## config.mk

```make
export PLATFORM = sky130hd
export DESIGN_NAME = radio_seq_top
export DESIGN_NICKNAME = d
export VERILOG_FILES = /design/src/rtl/radio_seq_pkg.sv /design/src/rtl/rs_time_cmp.sv /design/src/rtl/rs_deadline_regs.sv /design/src/rtl/rs_seq_fsm.sv /design/src/rtl/rs_out_stage.sv /design/src/rtl/radio_seq_top.sv
export SDC_FILE = /design/constraint.sdc
export NUM_CORES = 1
export LEC_CHECK = 0
export BUFFER_PORTS_ARGS = -buffer_cell sky130_fd_sc_hd__buf_2
export CORE_MARGIN = 5
export CORE_UTILIZATION = 40
export CTS_CLUSTER_SIZE = 8
export DETAILED_ROUTE_END_ITERATION = 8
export PLACE_DENSITY = 0.55
export SYNTH_ARGS = -nofsm -noshare
export SYNTH_HDL_FRONTEND = slang
export SYNTH_HIERARCHICAL = 1
export SYNTH_SLANG_ARGS = --single-unit
export TNS_END_PERCENT = 20
```

## constraint.sdc

```tcl
create_clock -name clk_i -period 5.71 [get_ports clk_i]
set_clock_uncertainty 0.05 [all_clocks]
set_input_delay 1.142 -clock clk_i [delete_from_list [all_inputs] [get_ports clk_i]]
set_output_delay 1.142 -clock clk_i [all_outputs]
set_load 0.01 [all_outputs]
```

## src/rtl/radio_seq_pkg.sv

```systemverilog
`timescale 1ns/1ps
package radio_seq_pkg;
  typedef enum logic [2:0] {
    ST_IDLE,
    ST_TX_WAIT,
    ST_TX_DELAY,
    ST_TX_RAMP,
    ST_TX_MOD,
    ST_RX_WAIT,
    ST_RX_WIN,
    ST_RX_SYNC
  } seq_state_e;

  localparam int unsigned NUM_DL  = 3;
  localparam int unsigned DL_T0   = 0;  // start
  localparam int unsigned DL_T1   = 1;  // ramp start / window end
  localparam int unsigned DL_T2   = 2;  // modulation start
endpackage

```

## src/rtl/rs_time_cmp.sv

```systemverilog
`timescale 1ns/1ps
module rs_time_cmp #(
  parameter int unsigned TW = 32
) (
  input  logic [TW-1:0] timebase_i,
  input  logic [TW-1:0] deadline_i,
  output logic          reached_o
);
  logic [TW-1:0] diff;

  // wrap-aware: reached when signed(tb - dl) >= 0
  always_comb begin
    diff      = timebase_i - deadline_i;
    reached_o = ~diff[TW-1];
  end
endmodule

```

## src/rtl/rs_deadline_regs.sv

```systemverilog
`timescale 1ns/1ps
module rs_deadline_regs
  import radio_seq_pkg::*;
#(
  parameter int unsigned TW = 32,
  parameter int unsigned DW = 16
) (
  input  logic                       clk_i,
  input  logic                       rst_ni,
  input  logic                       load_tx_i,
  input  logic                       load_rx_i,
  input  logic [TW-1:0]              tx_start_i,
  input  logic [DW-1:0]              tx_idle_i,
  input  logic [DW-1:0]              tx_ramp_i,
  input  logic [TW-1:0]              rx_start_i,
  input  logic [DW-1:0]              rx_win_i,
  output logic [NUM_DL-1:0][TW-1:0]  dl_o
);
  logic [TW-1:0] tx_ramp_at;
  logic [TW-1:0] tx_mod_at;
  logic [TW-1:0] rx_end_at;

  always_comb begin
    tx_ramp_at = tx_start_i + TW'(tx_idle_i);
    tx_mod_at  = tx_ramp_at + TW'(tx_ramp_i);
    rx_end_at  = rx_start_i + TW'(rx_win_i);
  end

  always_ff @(posedge clk_i or negedge rst_ni) begin
    if (!rst_ni) begin
      dl_o <= '0;
    end else if (load_tx_i) begin
      dl_o[DL_T0] <= tx_start_i;
      dl_o[DL_T1] <= tx_ramp_at;
      dl_o[DL_T2] <= tx_mod_at;
    end else if (load_rx_i) begin
      dl_o[DL_T0] <= rx_start_i;
      dl_o[DL_T1] <= rx_end_at;
      dl_o[DL_T2] <= rx_end_at;
    end
  end
endmodule

```

## src/rtl/rs_seq_fsm.sv

```systemverilog
`timescale 1ns/1ps
module rs_seq_fsm
  import radio_seq_pkg::*;
(
  input  logic              clk_i,
  input  logic              rst_ni,
  input  logic              tx_arm_i,
  input  logic              rx_arm_i,
  input  logic              sync_det_i,
  input  logic              tx_done_i,
  input  logic              rx_done_i,
  input  logic              abort_i,
  input  logic [NUM_DL-1:0] reached_i,
  output seq_state_e        state_d_o,
  output logic              load_tx_o,
  output logic              load_rx_o,
  output logic              ev_ramp_o,
  output logic              ev_mod_o,
  output logic              ev_tmo_o
);
  seq_state_e state_q, state_d;

  always_comb begin
    state_d   = state_q;
    load_tx_o = 1'b0;
    load_rx_o = 1'b0;
    ev_ramp_o = 1'b0;
    ev_mod_o  = 1'b0;
    ev_tmo_o  = 1'b0;
    if (abort_i) begin
      state_d = ST_IDLE;
    end else begin
      unique case (state_q)
        ST_IDLE: begin
          if (tx_arm_i) begin
            state_d   = ST_TX_WAIT;
            load_tx_o = 1'b1;
          end else if (rx_arm_i) begin
            state_d   = ST_RX_WAIT;
            load_rx_o = 1'b1;
          end
        end
        ST_TX_WAIT:  if (reached_i[DL_T0]) state_d = ST_TX_DELAY;
        ST_TX_DELAY: if (reached_i[DL_T1]) begin
          state_d   = ST_TX_RAMP;
          ev_ramp_o = 1'b1;
        end
        ST_TX_RAMP:  if (reached_i[DL_T2]) begin
          state_d  = ST_TX_MOD;
          ev_mod_o = 1'b1;
        end
        ST_TX_MOD:   if (tx_done_i) state_d = ST_IDLE;
        ST_RX_WAIT:  if (reached_i[DL_T0]) state_d = ST_RX_WIN;
        ST_RX_WIN: begin
          if (sync_det_i) begin
            state_d = ST_RX_SYNC;
          end else if (reached_i[DL_T1]) begin
            state_d  = ST_IDLE;
            ev_tmo_o = 1'b1;
          end
        end
        ST_RX_SYNC:  if (rx_done_i) state_d = ST_IDLE;
        default:     state_d = ST_IDLE;
      endcase
    end
  end

  always_ff @(posedge clk_i or negedge rst_ni) begin
    if (!rst_ni) state_q <= ST_IDLE;
    else         state_q <= state_d;
  end

  assign state_d_o = state_d;
endmodule

```

## src/rtl/rs_out_stage.sv

```systemverilog
`timescale 1ns/1ps
module rs_out_stage
  import radio_seq_pkg::*;
(
  input  logic       clk_i,
  input  logic       rst_ni,
  input  seq_state_e state_d_i,
  input  logic       ev_ramp_i,
  input  logic       ev_mod_i,
  input  logic       ev_tmo_i,
  output logic       radio_active_o,
  output logic       rx_amp_en_o,
  output logic       tx_amp_en_o,
  output logic       ramp_start_o,
  output logic       mod_start_o,
  output logic       rx_timeout_o
);
  logic tx_en_d, rx_en_d, act_d;

  always_comb begin
    tx_en_d = (state_d_i == ST_TX_RAMP) || (state_d_i == ST_TX_MOD);
    rx_en_d = (state_d_i == ST_RX_WIN)  || (state_d_i == ST_RX_SYNC);
    act_d   = tx_en_d || rx_en_d || (state_d_i == ST_TX_DELAY);
  end

  // registered so front-end pins never glitch
  always_ff @(posedge clk_i or negedge rst_ni) begin
    if (!rst_ni) begin
      radio_active_o <= 1'b0;
      rx_amp_en_o    <= 1'b0;
      tx_amp_en_o    <= 1'b0;
      ramp_start_o   <= 1'b0;
      mod_start_o    <= 1'b0;
      rx_timeout_o   <= 1'b0;
    end else begin
      radio_active_o <= act_d;
      rx_amp_en_o    <= rx_en_d;
      tx_amp_en_o    <= tx_en_d;
      ramp_start_o   <= ev_ramp_i;
      mod_start_o    <= ev_mod_i;
      rx_timeout_o   <= ev_tmo_i;
    end
  end
endmodule

```

## src/rtl/radio_seq_top.sv

```systemverilog
`timescale 1ns/1ps
module radio_seq_top
  import radio_seq_pkg::*;
#(
  parameter int unsigned TW = 32,
  parameter int unsigned DW = 16
) (
  input  logic          clk_i,
  input  logic          rst_ni,
  input  logic [TW-1:0] timebase_i,
  input  logic          tx_arm_i,
  input  logic [TW-1:0] tx_start_time_i,
  input  logic [DW-1:0] tx_idle_dly_i,
  input  logic [DW-1:0] tx_ramp_len_i,
  input  logic          rx_arm_i,
  input  logic [TW-1:0] rx_start_time_i,
  input  logic [DW-1:0] rx_window_len_i,
  input  logic          sync_det_i,
  input  logic          tx_done_i,
  input  logic          rx_done_i,
  input  logic          abort_i,
  output logic          radio_active_o,
  output logic          rx_amp_en_o,
  output logic          tx_amp_en_o,
  output logic          ramp_start_o,
  output logic          mod_start_o,
  output logic          rx_timeout_o
);
  logic [NUM_DL-1:0][TW-1:0] dl;
  logic [NUM_DL-1:0]         reached;
  logic                      load_tx, load_rx;
  logic                      ev_ramp, ev_mod, ev_tmo;
  seq_state_e                state_d;

  rs_deadline_regs #(.TW(TW), .DW(DW)) u_dl (
    .clk_i      (clk_i),
    .rst_ni     (rst_ni),
    .load_tx_i  (load_tx),
    .load_rx_i  (load_rx),
    .tx_start_i (tx_start_time_i),
    .tx_idle_i  (tx_idle_dly_i),
    .tx_ramp_i  (tx_ramp_len_i),
    .rx_start_i (rx_start_time_i),
    .rx_win_i   (rx_window_len_i),
    .dl_o       (dl)
  );

  for (genvar g = 0; g < NUM_DL; g++) begin : g_cmp
    rs_time_cmp #(.TW(TW)) u_cmp (
      .timebase_i (timebase_i),
      .deadline_i (dl[g]),
      .reached_o  (reached[g])
    );
  end

  rs_seq_fsm u_fsm (
    .clk_i      (clk_i),
    .rst_ni     (rst_ni),
    .tx_arm_i   (tx_arm_i),
    .rx_arm_i   (rx_arm_i),
    .sync_det_i (sync_det_i),
    .tx_done_i  (tx_done_i),
    .rx_done_i  (rx_done_i),
    .abort_i    (abort_i),
    .reached_i  (reached),
    .state_d_o  (state_d),
    .load_tx_o  (load_tx),
    .load_rx_o  (load_rx),
    .ev_ramp_o  (ev_ramp),
    .ev_mod_o   (ev_mod),
    .ev_tmo_o   (ev_tmo)
  );

  rs_out_stage u_out (
    .clk_i          (clk_i),
    .rst_ni         (rst_ni),
    .state_d_i      (state_d),
    .ev_ramp_i      (ev_ramp),
    .ev_mod_i       (ev_mod),
    .ev_tmo_i       (ev_tmo),
    .radio_active_o (radio_active_o),
    .rx_amp_en_o    (rx_amp_en_o),
    .tx_amp_en_o    (tx_amp_en_o),
    .ramp_start_o   (ramp_start_o),
    .mod_start_o    (mod_start_o),
    .rx_timeout_o   (rx_timeout_o)
  );
endmodule

```

==> results of run 1 <==
## cells by family after synthesis
family / count (synthesis)
xor gates and xnor gates: 76
muxes: 43
buffers and inverters: 163
AOI/OAI and AO/OA: 367
DFF: 105
and+or+nand+nor: 402
adders and majority gates: 143
## critical path, cell delays in order
cell,delay (ns)
buf_2,0.11
ha_1,0.25
fa_1,0.41
a21oi_1,0.21
a2bb2oi_1,0.29
nor2b_1,0.23
nor2b_1,0.07
nor2_1,0.11
xnor2_1,0.10
ha_1,0.42
nand3_1,0.10
o31ai_1,0.34
a221o_1,0.27
and2_1,0.18
nor3_2,0.07
buf_4,0.17
nor4_1,0.34
xnor2_1,0.18
o22ai_1,0.10
## flip-flops by register name, summed over array words and instances (netlist names)
signal	count
u_dl/dl_o	96
u_fsm/state_q	3
u_out/mod_start_o	1
u_out/radio_active_o	1
u_out/ramp_start_o	1
u_out/rx_amp_en_o	1
u_out/rx_timeout_o	1
u_out/tx_amp_en_o	1
## cell usage in the layout, fill, tap and decap left out, types with 13 or more instances in the layout
cell	instances
ha_1	140
o211ai_1	13
mux2i_1	41
nor3_1	25
a21o_1	24
nand4_1	26
a211oi_1	15
nand2_1	133
buf_2	156
nand3_1	36
nor2_1	74
dfrtp_1	105
inv_1	115
xnor2_1	42
a31oi_1	13
or3_1	13
xor2_1	33
o21ai_0	119
a21oi_1	96
nand2b_1	14
and3_1	13
nor2b_1	15
## layout make-up
class,instances,area [µm²]
fill,2680,14200
inverter,115,432
multi-input combinational,1031,7270
sequential,105,2630
timing repair buffer,167,863
tap,335,419
clock buffer,12,256
clock inverter,2,13.8
## per-stage QoR
stage | setup WS, ns | instances
2_1_floorplan | 0.680 | 1299
3_3_place_gp | 0.558 | 1753
5_1_grt | 0.406 | 1767
3_5_place_dp | 0.452 | 1753
4_1_cts | 0.821 | 1767
6_report | 0.770 | 1767
## worst max path at each step
stage,endpoint,slack [ns],depth (start not counted)
2_1_floorplan,u_dl/dl_o[93],0.68,16
3_3_place_gp,u_dl/dl_o[89],0.56,19
3_5_place_dp,u_dl/dl_o[89],0.45,19
4_1_cts,u_dl/dl_o[89],0.82,19
5_1_grt,u_dl/dl_o[89],0.41,19
6_report,u_dl/dl_o[89],0.77,19
## metal layers
metal	up-vias	routed length, µm	share of wire [%]
li1	4924	-	-
met1	4564	18200	54
met2	315	13200	39
met3	24	2080	6.1
met4	2	350	1.0
met5	-	7	0.021
## where the power goes
| part | internal (µW) | switching [µW] | leakage (µW) |
|---|---|---|---|
| registers | 1100 | 341 | 0.00128 |
| logic | 927 | 1290 | 0.00407 |
| clock network | 317 | 300 | 0.000135 |
| total | 2340 | 1930 | 0.00549 |
==> results.txt, run 1 <==
----------------------------------------------------
[Outcome]
  Status ... finished clean

[Drt]
  Final wirelength ... 33,900 µm
  Post-route DRC ... 0
  Count of vias placed by the detailed router ... 9,829
  Initial detailed-routing violation count ... ~1,000
  Post-DRT Antenna Nets ... 0
  Vias per Instance ... 5.56
  DRT Pass-1 Iters ... 5
  Routed wire per std cell ... 19.2 µm

[Logic synthesis]
  Combinational family with the most area after synthesis ... compound AO/OA/AOI/OAI gates
  Top cells by area, synth ... dfrtp_1 (25%), ha_1 (17%), o21ai_0 (5.6%)
  Share of synthesized area occupied by flip-flops and latches ... 24.9%
  Area share of and/or/nand/nor cells after synthesis ... 19.1%
  Number of flops mapped to enable cells by yosys ... 0
  Yosys reg bits ... 105
  Distinct cell type count of the synthesized netlist ... 82
  Compound-Gate Fraction of Synth Area ... 21.9%
  Post-Synthesis Net Count ... ~1,600
  Area share of the leading cell type in the synthesized netlist ... around a quarter
  Mapped Avg Cell Area ... 8.14 µm²
  Post-synthesis instance total ... about 1,300
  Cell type with the largest total area after synthesis ... dfrtp_1
  Post-synthesis share of cell area spent on full adders, half adders and majority gates ... 17.1%
  Flip-flop cell with the highest count after synthesis ... dfrtp_1
  Post-Syn Area ... between 0.01 and 0.015 mm²
  Post-synthesis xor/xnor area fraction ... 6.37%
  Most frequent cells after synthesis ... ha_1 (140), nand2_1 (133), o21ai_0 (119), inv_1 (115), dfrtp_1 (105)
  Post-synth ARST share ... 100%
  Count of yosys warnings during synthesis ... 6
  Most common cell in the synthesized netlist ... ha_1
  Fraction of synthesized area in multiplexers ... 4.15%

[CTS]
  Total number of clock tree sinks ... 105
  Post-CTS sizing ... 0
  CTS buffer count ... 9
  Count of hold-fix buffers inserted at cts ... 0
  Clock transition at path regs ... 0.07 ns
  TritonCTS clock tree ... done
  Number of H-tree levels ... 3
  CTS Root Buffer Type ... clkbuf_16
  Source-to-sink clock delay at the later pin of the worst-skew pair ... about 0.36 ns
  Buffer depth of the longest clock path ... 2
  Number of post-CTS setup repair buffers ... 0

[Floorplan]
  Num ports ... 158
  Die Width ... around 170 µm
  Floorplan core area ... approximately 0.026 mm²
  Initial Utilization ... about two fifths
  Site row count ... 59
  Die area ... 0.0298 mm²
  Height of the die ... 173 µm

[Critical path]
  Required arrival time at the worst endpoint ... 5.85 ns
  End of the worst register-to-register path ... u_out/tx_amp_en_o
  Number of cells on the worst reg-to-reg path ... 14
  Critical Path Start Type ... input pin
  Critical Path AT ... 5.08 ns
  Setup slack of the most critical reg-to-reg path ... 2.52 ns
  Worst setup path class ... in2reg
  Beginning of the critical path ... tx_start_time_i[0]
  RR Startpoint ... u_dl/dl_o[86]
  Kind of end point of the critical path ... flip-flop
  Critical Path Fanout Max ... 8

[Layout]
  Signed area change from the synthesized netlist to the final layout ... 12.4%
  # nets final ... 1,724
  Diodes inserted ... 0
  Fraction of layout instances using a drive strength above 1 ... 15.1%
  Final cell utilization of the core ... 45.6%
  Finished Cell Area ... roughly 0.012 mm²

[Timing]
  Post-Route Hold Slack ... ~0.49 ns
  Measured slew at the worst slew-check pin ... roughly 1.0 ns
  Pins Over Slew Limit ... 0
  Fin. Hold Viols ... 0
  RSZ-0062 raised after global routing ... false
  Period Utilization, post-route ... 86.5%
  Crit path time final ... 4.94 ns
  Maximum operating frequency ... 202 MHz
  Final Setup Violations ... 0
  Max-Slew Margin vs Limit ... between 30% and 40%
  Final total negative setup slack ... 0 ns

[GRT]
  Global-route congestion overflow total ... 0
  Met3 GRT Util ... 2.79%
  Met1 GRT Util ... 36.9%
  Global-route wire length before repair ... 53,700 µm
  Number of antenna violations at the first check in global routing ... 1
  Overall routing resource usage ... between 20% and 30%
  GR peak layer ... met1
  Pin count of the biggest net entering global routing ... 101
  Met2 Use GR ... about 30%
  Vias in the first global route ... 9,539

[Hold path]
  Worst Hold Depth ... 2
  HP Start ... u_dl/dl_o[81]
  Type of the most critical hold path ... reg2reg
  Endpoint of the worst hold-timing path ... u_dl/dl_o[81]

[Power]
  P_leak ... approximately 0.0055 µW
  Total power after layout ... between 4000 and 5000 µW
  Max IR drop VDD ... 0.143 mV
  Power density over cell area ... roughly 360 mW/mm²

[Placed design]
  Final weighted congestion in routability-driven placement ... 0.884
  Number of buffers inserted by port buffering ... around 160
  Post-DP HPWL ... approximately 28,000 µm
  Placed Instance Area ... 0.0116 mm²

[Run]
  Max-Cap Viols ... 0

----------------------------------------------------
Power figures use the tool's default switching activity.
==> inputs of run 2 (changes only) <==
- CTS_BUF_LIST: not set -> sky130_fd_sc_hd__clkbuf_4 sky130_fd_sc_hd__clkbuf_8
==> run 2 against run 1 <==
Highest routed layer unchanged. Power fell by 3.6%. Largest power group unchanged. Clock-buffer cell count stayed put. Register-to-register slack worse by 0.02 ns. Critical path type unchanged.
==> results.txt, run 2 (synthesized netlist as in run 1, its figures left out) <==
----------------------------------------------------
[Critical path]
  Worst setup path class ... in2reg
  CP bufs+invs ... 2 (unchanged)
  CP cell instances ... buf_2 -> ha_1 -> fa_1 -> a21oi_1 -> a2bb2oi_1 -> buf_4 -> a2bb2oi_2 -> a211oi_1 -> nor2_1 -> ha_1 -> and3_1 -> nand4_1 -> o21ai_0 -> o221ai_1 -> and4bb_2 -> o32ai_1 -> a21o_1
  Critical Path AT ... 5.13 ns (+0.05 ns)
  Critical Path Start Type ... input pin
  Slowest cell on the critical path ... and4bb_2
  Critical Path Fanout Max ... 5 (-3)
  Critical path's largest stage delay ... 0.44 ns (+0.02 ns)
  Kind of end point of the critical path ... flip-flop
  Required arrival time at the worst endpoint ... 5.94 ns (+0.09 ns)
  Crit path max-delay family ... compound AO/OA/AOI/OAI gates
  Most common cell on crit path ... ha_1

[Power]
  P_leak ... 0.00544 µW (-0.78%)
  Seq pwr share ... 34.9% (+1.3 points)
  Power density over cell area ... 349 mW/mm² (-2.8%)
  Switching power share of the total ... 46.4% (+1.2 points)
  Internal Power ... 2210 µW (-5.8%)
  Max IR drop VDD ... 0.130 mV (-8.5%)
  Net Switching ... 1910 µW (-1.1%)
  Comb power frac ... 53.9% (+2.0 points)
  Share of power burned in the clock network ... 11.2% (-3.2 points)

[Drt]
  Routed length on met1 ... 18,100 µm (-0.52%)
  Post-DRT Antenna Nets ... 0 (unchanged)
  Initial detailed-routing violation count ... 867 (-11%)
  Final wirelength ... 33,800 µm (-0.28%)
  Post-route DRC ... 0 (unchanged)
  Detailed route wirelength on metal3 ... 2100 µm (+0.91%)
  Vias per Instance ... 5.57 (+0.22%)
  Count of vias placed by the detailed router ... 9,851 (+0.22%)
  Routed wire per std cell ... 19.1 µm (-0.28%)
  DRT Pass-1 Iters ... 6 (+1)
  Detailed-routed wire length on met2 ... 13,200 µm (about the same)
  Uppermost layer routed ... met5

[Hold path]
  Type of the most critical hold path ... reg2reg

[GRT]
  Global-route congestion overflow total ... 0 (unchanged)
  Overall routing resource usage ... 22.2% (-0.073 points)
  Vias in the first global route ... 9,543 (+0.042%)
  Global-route wire length before repair ... 53,600 µm (-0.17%)
  Number of antenna violations at the first check in global routing ... 1 (unchanged)
  Pin count of the biggest net entering global routing ... 101 (unchanged)

[CTS]
  Number of H-tree levels ... 3 (unchanged)
  Post-CTS sizing ... 0 (unchanged)
  TritonCTS clock tree ... done
  Total number of clock tree sinks ... 105 (unchanged)
  CTS Root Buffer Type ... clkbuf_8
  CTS buffer count ... 9 (unchanged)
  Number of post-CTS setup repair buffers ... 0 (unchanged)
  Count of hold-fix buffers inserted at cts ... 0 (unchanged)
  Buffer depth of the longest clock path ... 2 (unchanged)
  Source-to-sink clock delay at the later pin of the worst-skew pair ... 0.39 ns (+0.03 ns)
  Clock transition at path regs ... 0.11 ns (+0.04 ns)

[Timing]
  RSZ-0062 raised after global routing ... false
  Period Utilization, post-route ... 85.8% (-0.71 points)
  Max-Slew Margin vs Limit ... 31.9% (+1.6 points)
  Setup WS post-layout ... 0.811 ns (+0.0403 ns)
  Post-Route Hold Slack ... 0.497 ns (+0.00516 ns)
  Pins Over Slew Limit ... 0 (unchanged)
  Measured slew at the worst slew-check pin ... 1.02 ns (-0.0238 ns)
  Final Setup Violations ... 0 (unchanged)
  Crit path time final ... 4.90 ns (-0.0403 ns)
  Fin. Hold Viols ... 0 (unchanged)
  Final total negative setup slack ... 0 ns (unchanged)
  Maximum operating frequency ... 204 MHz (+0.82%)

[Layout]
  Register bank with the most flops ... u_dl/dl_o
  Diodes inserted ... 0 (unchanged)
  Number of flip-flops under the largest register name ... 96 (unchanged)
  Fraction of layout instances using a drive strength above 1 ... 15.2% (+0.070 points)
  # nets final ... 1,724 (unchanged)
  Final cell utilization of the core ... 45.2% (-0.37 points)
  Signed area change from the synthesized netlist to the final layout ... 11.5%
  Most common library cell in the layout ignoring fill and taps ... buf_2
  Regs by FF count ... u_dl/dl_o: 96 flops, u_fsm/state_q: 3 flops
  Leading cell types in the layout, fill and taps excluded ... buf_2 (156), ha_1 (140), nand2_1 (133), o21ai_0 (119), inv_1 (115)

[Floorplan]
  Site row count ... 59 (unchanged)
  Num ports ... 158 (unchanged)
  Die area ... 0.0298 mm² (unchanged)
  Initial Utilization ... 40.6% (unchanged)
  Die Width ... 173 µm (unchanged)
  Height of the die ... 173 µm (unchanged)
  Floorplan core area ... 0.0261 mm² (unchanged)

[Placed design]
  DP Worst Slack ... 0.452 ns (unchanged)
  Final weighted congestion in routability-driven placement ... 0.884 (unchanged)
  Number of buffers inserted by port buffering ... 157 (unchanged)
  Post-DP HPWL ... 27,500 µm (unchanged)

[Outcome]
  Status ... finished clean

[Run]
  Max-Cap Viols ... 0 (unchanged)

----------------------------------------------------
## run 2: cell counts in the layout (fill, tap and decap cells not counted)
Identical to the previous run, type by type.
## run 2: worst reg2reg max path, delay by kind of cell (launching register included)
family	cells	cell delay [ns]
and+or+nand+nor	2	0.30
xor gates and xnor gates	1	0.20
AOI/OAI and AO/OA	9	1.80
DFF	1	0.43
buffers and inverters	1	0.08
adders and majority gates	1	0.29
## run 2: cell type report
cell class | instances | area, µm²
Inverter | 115 | 432
Tap cell | 335 | 419
Clock buffer | 12 | 159
Multi-Input combinational cell | 1031 | 7270
Fill cell | 2683 | 14300
Clock inverter | 2 | 13.8
Timing Repair Buffer | 167 | 863
Sequential cell | 105 | 2630
## run 2: power groups by stage
stage	Clock [µW]	Combinational, µW	Sequential, µW
floorplan	0	1660	1240
global route	494	2550	1470
finish	462	2220	1440
global placement	0	2160	1440
CTS	474	2210	1420
detailed placement	0	2210	1430
## run 2: path summary, 6_finish.rpt
check	from	end	slack, ns	cells past startpoint
max	tx_start_time_i[0]	u_dl/dl_o[90]	0.81	17
min	u_dl/dl_o[62]	u_dl/dl_o[62]	0.50	2
max reg2reg	u_dl/dl_o[86]	u_out/tx_amp_en_o	2.50	14
min reg2reg	u_dl/dl_o[62]	u_dl/dl_o[62]	0.50	2
max in group asynchronous	rst_ni	u_dl/dl_o[88]	3.68	2
min in group asynchronous	rst_ni	u_dl/dl_o[64]	0.88	1
## run 2: metal layers
metal / track usage (%) / vias up
met5: 0 / -
met4: 3.83 / 2
met1: 36.9 / 4597
met3: 2.82 / 23
met2: 30.3 / 308
li1: - / 4921
## run 2: per-stage QoR
stage	total power [µW]	instance area, µm²	std cells
final	4120	11800	1767
after global routing	4510	11800	1767
after CTS	4110	11800	1767
after detailed placement	3640	11600	1753
after global placement	3590	11600	1753
after floorplan	2900	10600	1299
==> inputs of run 3 (changes only) <==
- REMOVE_ABC_BUFFERS: not set -> 1
- SKIP_LAST_GASP: not set -> 1
- clock period: 5.71 -> 5.9 ns (I/O delays scaled with it)
==> run 3 against run 2 <==
Worst setup slack got worse by 0.20 ns. First-iteration DRC count fell by 27%. Non-clock buffer count is 1 higher. Final cell count increased by 0.11%. Combinational power about the same. Global-route usage down 0.45 points. Power down 3.4%. Wire length is 1.4% lower. Clock-buffer cell count shrank 2. Register-to-register slack improved by 0.08 ns. Clock power up 14%. Cell area rose by 0.55%.
==> results.txt, run 3 (synthesized netlist as in run 1, its figures left out) <==
----------------------------------------------------
[GRT]
  Vias in the first global route ... 9,508 (-0.37%)
  Global-route congestion overflow total ... 0 (unchanged)
  Number of antenna violations at the first check in global routing ... 0 (-1)
  Global-route wire length before repair ... 52,800 µm (-1.4%)
  Overall routing resource usage ... 21.7% (-0.45 points)
  Pin count of the biggest net entering global routing ... 160 (+58%)

[CTS]
  Number of post-CTS setup repair buffers ... 0 (unchanged)
  Total number of clock tree sinks ... 105 (unchanged)
  CTS Root Buffer Type ... clkbuf_8
  Count of hold-fix buffers inserted at cts ... 0 (unchanged)
  Number of H-tree levels ... 3 (unchanged)
  Source-to-sink clock delay at the later pin of the worst-skew pair ... 0.38 ns (about the same)
  CTS buffer count ... 9 (unchanged)
  Buffer depth of the longest clock path ... 2 (unchanged)
  TritonCTS clock tree ... done
  Clock transition at path regs ... 0.11 ns (about the same)
  Post-CTS sizing ... 0 (unchanged)

[Layout]
  Most common library cell in the layout ignoring fill and taps ... buf_2
  Signed area change from the synthesized netlist to the final layout ... 12.1%
  Diodes inserted ... 0 (unchanged)
  Final cell utilization of the core ... 45.5% (+0.25 points)
  Finished Cell Area ... 0.0119 mm² (+0.55%)
  # nets final ... 1,725 (+0.058%)
  Leading cell types in the layout, fill and taps excluded ... buf_2 (156), ha_1 (140), nand2_1 (133), o21ai_0 (119), inv_1 (115)
  Number of flip-flops under the largest register name ... 96 (unchanged)
  Fraction of layout instances using a drive strength above 1 ... 15.3% (+0.12 points)
  Register bank with the most flops ... u_dl/dl_o
  Regs by FF count ... u_dl/dl_o: 96 flops, u_fsm/state_q: 3 flops

[Floorplan]
  Site row count ... 59 (unchanged)
  Floorplan core area ... 0.0261 mm² (unchanged)
  Die Width ... 173 µm (unchanged)
  Num ports ... 158 (unchanged)
  Die area ... 0.0298 mm² (unchanged)
  Initial Utilization ... 40.6% (unchanged)
  Height of the die ... 173 µm (unchanged)

[Placed design]
  Post-DP HPWL ... 26,400 µm (-4.0%)
  DP Worst Slack ... 0.376 ns (-0.0765 ns)
  Final weighted congestion in routability-driven placement ... 0.894 (+1.1%)
  Placed Instance Area ... 0.0116 mm² (+0.17%)
  Number of buffers inserted by port buffering ... 157 (unchanged)

[Critical path]
  Required arrival time at the worst endpoint ... 6.08 ns (+0.14 ns)
  Critical Path Start Type ... input pin
  Critical Path Fanout Max ... 8 (+3)
  Critical path's largest stage delay ... 0.46 ns (+0.02 ns)
  CP cell instances ... buf_2 -> ha_1 -> fa_1 -> a21oi_1 -> a2bb2oi_1 -> nor2b_1 -> xnor2_1 -> ha_1 -> or2_2 -> a211oi_1 -> o31ai_1 -> a221o_1 -> and2_1 -> nor3_2 -> buf_4 -> nor4_1 -> xnor2_1 -> o22ai_1
  Kind of end point of the critical path ... flip-flop
  Critical Path AT ... 5.47 ns (+0.34 ns)
  Worst setup path class ... in2reg
  Slowest cell on the critical path ... a21oi_1

[Timing]
  Final total negative setup slack ... 0 ns (unchanged)
  Setup WS post-layout ... 0.608 ns (-0.203 ns)
  Crit path time final ... 5.29 ns
  Final Setup Violations ... 0 (unchanged)
  RSZ-0062 raised after global routing ... false
  Pins Over Slew Limit ... 0 (unchanged)
  Fin. Hold Viols ... 0 (unchanged)
  Maximum operating frequency ... 189 MHz
  Period Utilization, post-route ... approximately nine tenths
  Measured slew at the worst slew-check pin ... 1.12 ns (+0.0952 ns)
  Max-Slew Margin vs Limit ... 25.5% (-6.4 points)

[Drt]
  DRT Pass-1 Iters ... 5 (-1)
  Final wirelength ... 33,300 µm (-1.4%)
  Vias per Instance ... 5.50 (-1.3%)
  Initial detailed-routing violation count ... 637 (-27%)
  Count of vias placed by the detailed router ... 9,735 (-1.2%)
  Post-DRT Antenna Nets ... 0 (unchanged)
  Routed wire per std cell ... 18.8 µm (-1.5%)
  Post-route DRC ... 0 (unchanged)

[Power]
  Share of power burned in the clock network ... 13.3% (+2.1 points)
  Seq pwr share ... 31.7% (-3.2 points)
  Power density over cell area ... 336 mW/mm² (-3.9%)
  Internal Power ... 2210 µW (+0.12%)
  P_leak ... 0.00546 µW (+0.36%)
  Switching power share of the total ... 44.5% (-2.0 points)
  Net Switching ... 1770 µW (-7.5%)
  Comb power frac ... 55.1% (+1.2 points)
  Max IR drop VDD ... 0.384 mV (+190%)

[Outcome]
  Status ... finished clean

[Hold path]
  Type of the most critical hold path ... reg2reg

[Run]
  Max-Cap Viols ... 0 (unchanged)

----------------------------------------------------
## run 3: final cells by class
| class | count | area, µm² |
|---|---|---|
| flip-flops and latches | 105 | 2630 |
| clock buffers | 10 | 138 |
| fillers | 2666 | 14200 |
| clock inverters | 5 | 80.1 |
| repair buffers | 168 | 883 |
| well taps | 335 | 419 |
| multi-input cells | 1031 | 7270 |
| inverters | 115 | 432 |
## run 3: per-layer routing
metal | global-route usage, % | up-vias | routed length (µm)
met4 | 4.26 | 0 | 398
met2 | 32.8 | 249 | 14500
li1 | - | 4913 | -
met1 | 33.1 | 4552 | 16800
met5 | 0 | - | 0
met3 | 3.14 | 21 | 1640
## run 3: worst max-delay path: cells and delay by family
family / cells / cell delay (ns)
fa+ha+maj: 3 / 0.89
buf+inv: 2 / 0.35
simple gates: 5 / 1.07
xor+xnor: 2 / 0.26
compound gates: 6 / 1.72
## run 3: worst paths after layout
kind / slack (ns) / startpoint / cells after the start / endpoint
max in group asynchronous: 4.02 / rst_ni / 2 / u_dl/dl_o[93]
hold / removal: 0.48 / u_dl/dl_o[79] / 1 / u_dl/dl_o[79]
setup / recovery: 0.61 / tx_start_time_i[0] / 18 / u_dl/dl_o[89]
min in group asynchronous: 0.76 / rst_ni / 1 / u_dl/dl_o[8]
hold reg to reg: 0.48 / u_dl/dl_o[79] / 1 / u_dl/dl_o[79]
setup reg to reg: 2.58 / u_dl/dl_o[2] / 12 / u_out/tx_amp_en_o
## run 3: power by group through the flow
stage / Combinational, µW / Sequential, µW / Clock, µW
finish: 2190 / 1260 / 528
global route: 2500 / 1300 / 569
CTS: 2180 / 1260 / 549
detailed placement: 2170 / 1270 / 0
global placement: 2140 / 1260 / 0
floorplan: 1610 / 1220 / 0
## run 3: stage by stage
| step | instances | total power, µW | hold WS, ns |
|---|---|---|---|
| 6_report | 1769 | 3980 | 0.478 |
| 5_1_grt | 1769 | 4370 | 0.497 |
| 4_1_cts | 1769 | 3990 | 0.479 |
| 2_1_floorplan | 1251 | 2830 | 0.417 |
| 3_3_place_gp | 1754 | 3400 | 0.447 |
| 3_5_place_dp | 1754 | 3440 | 0.452 |
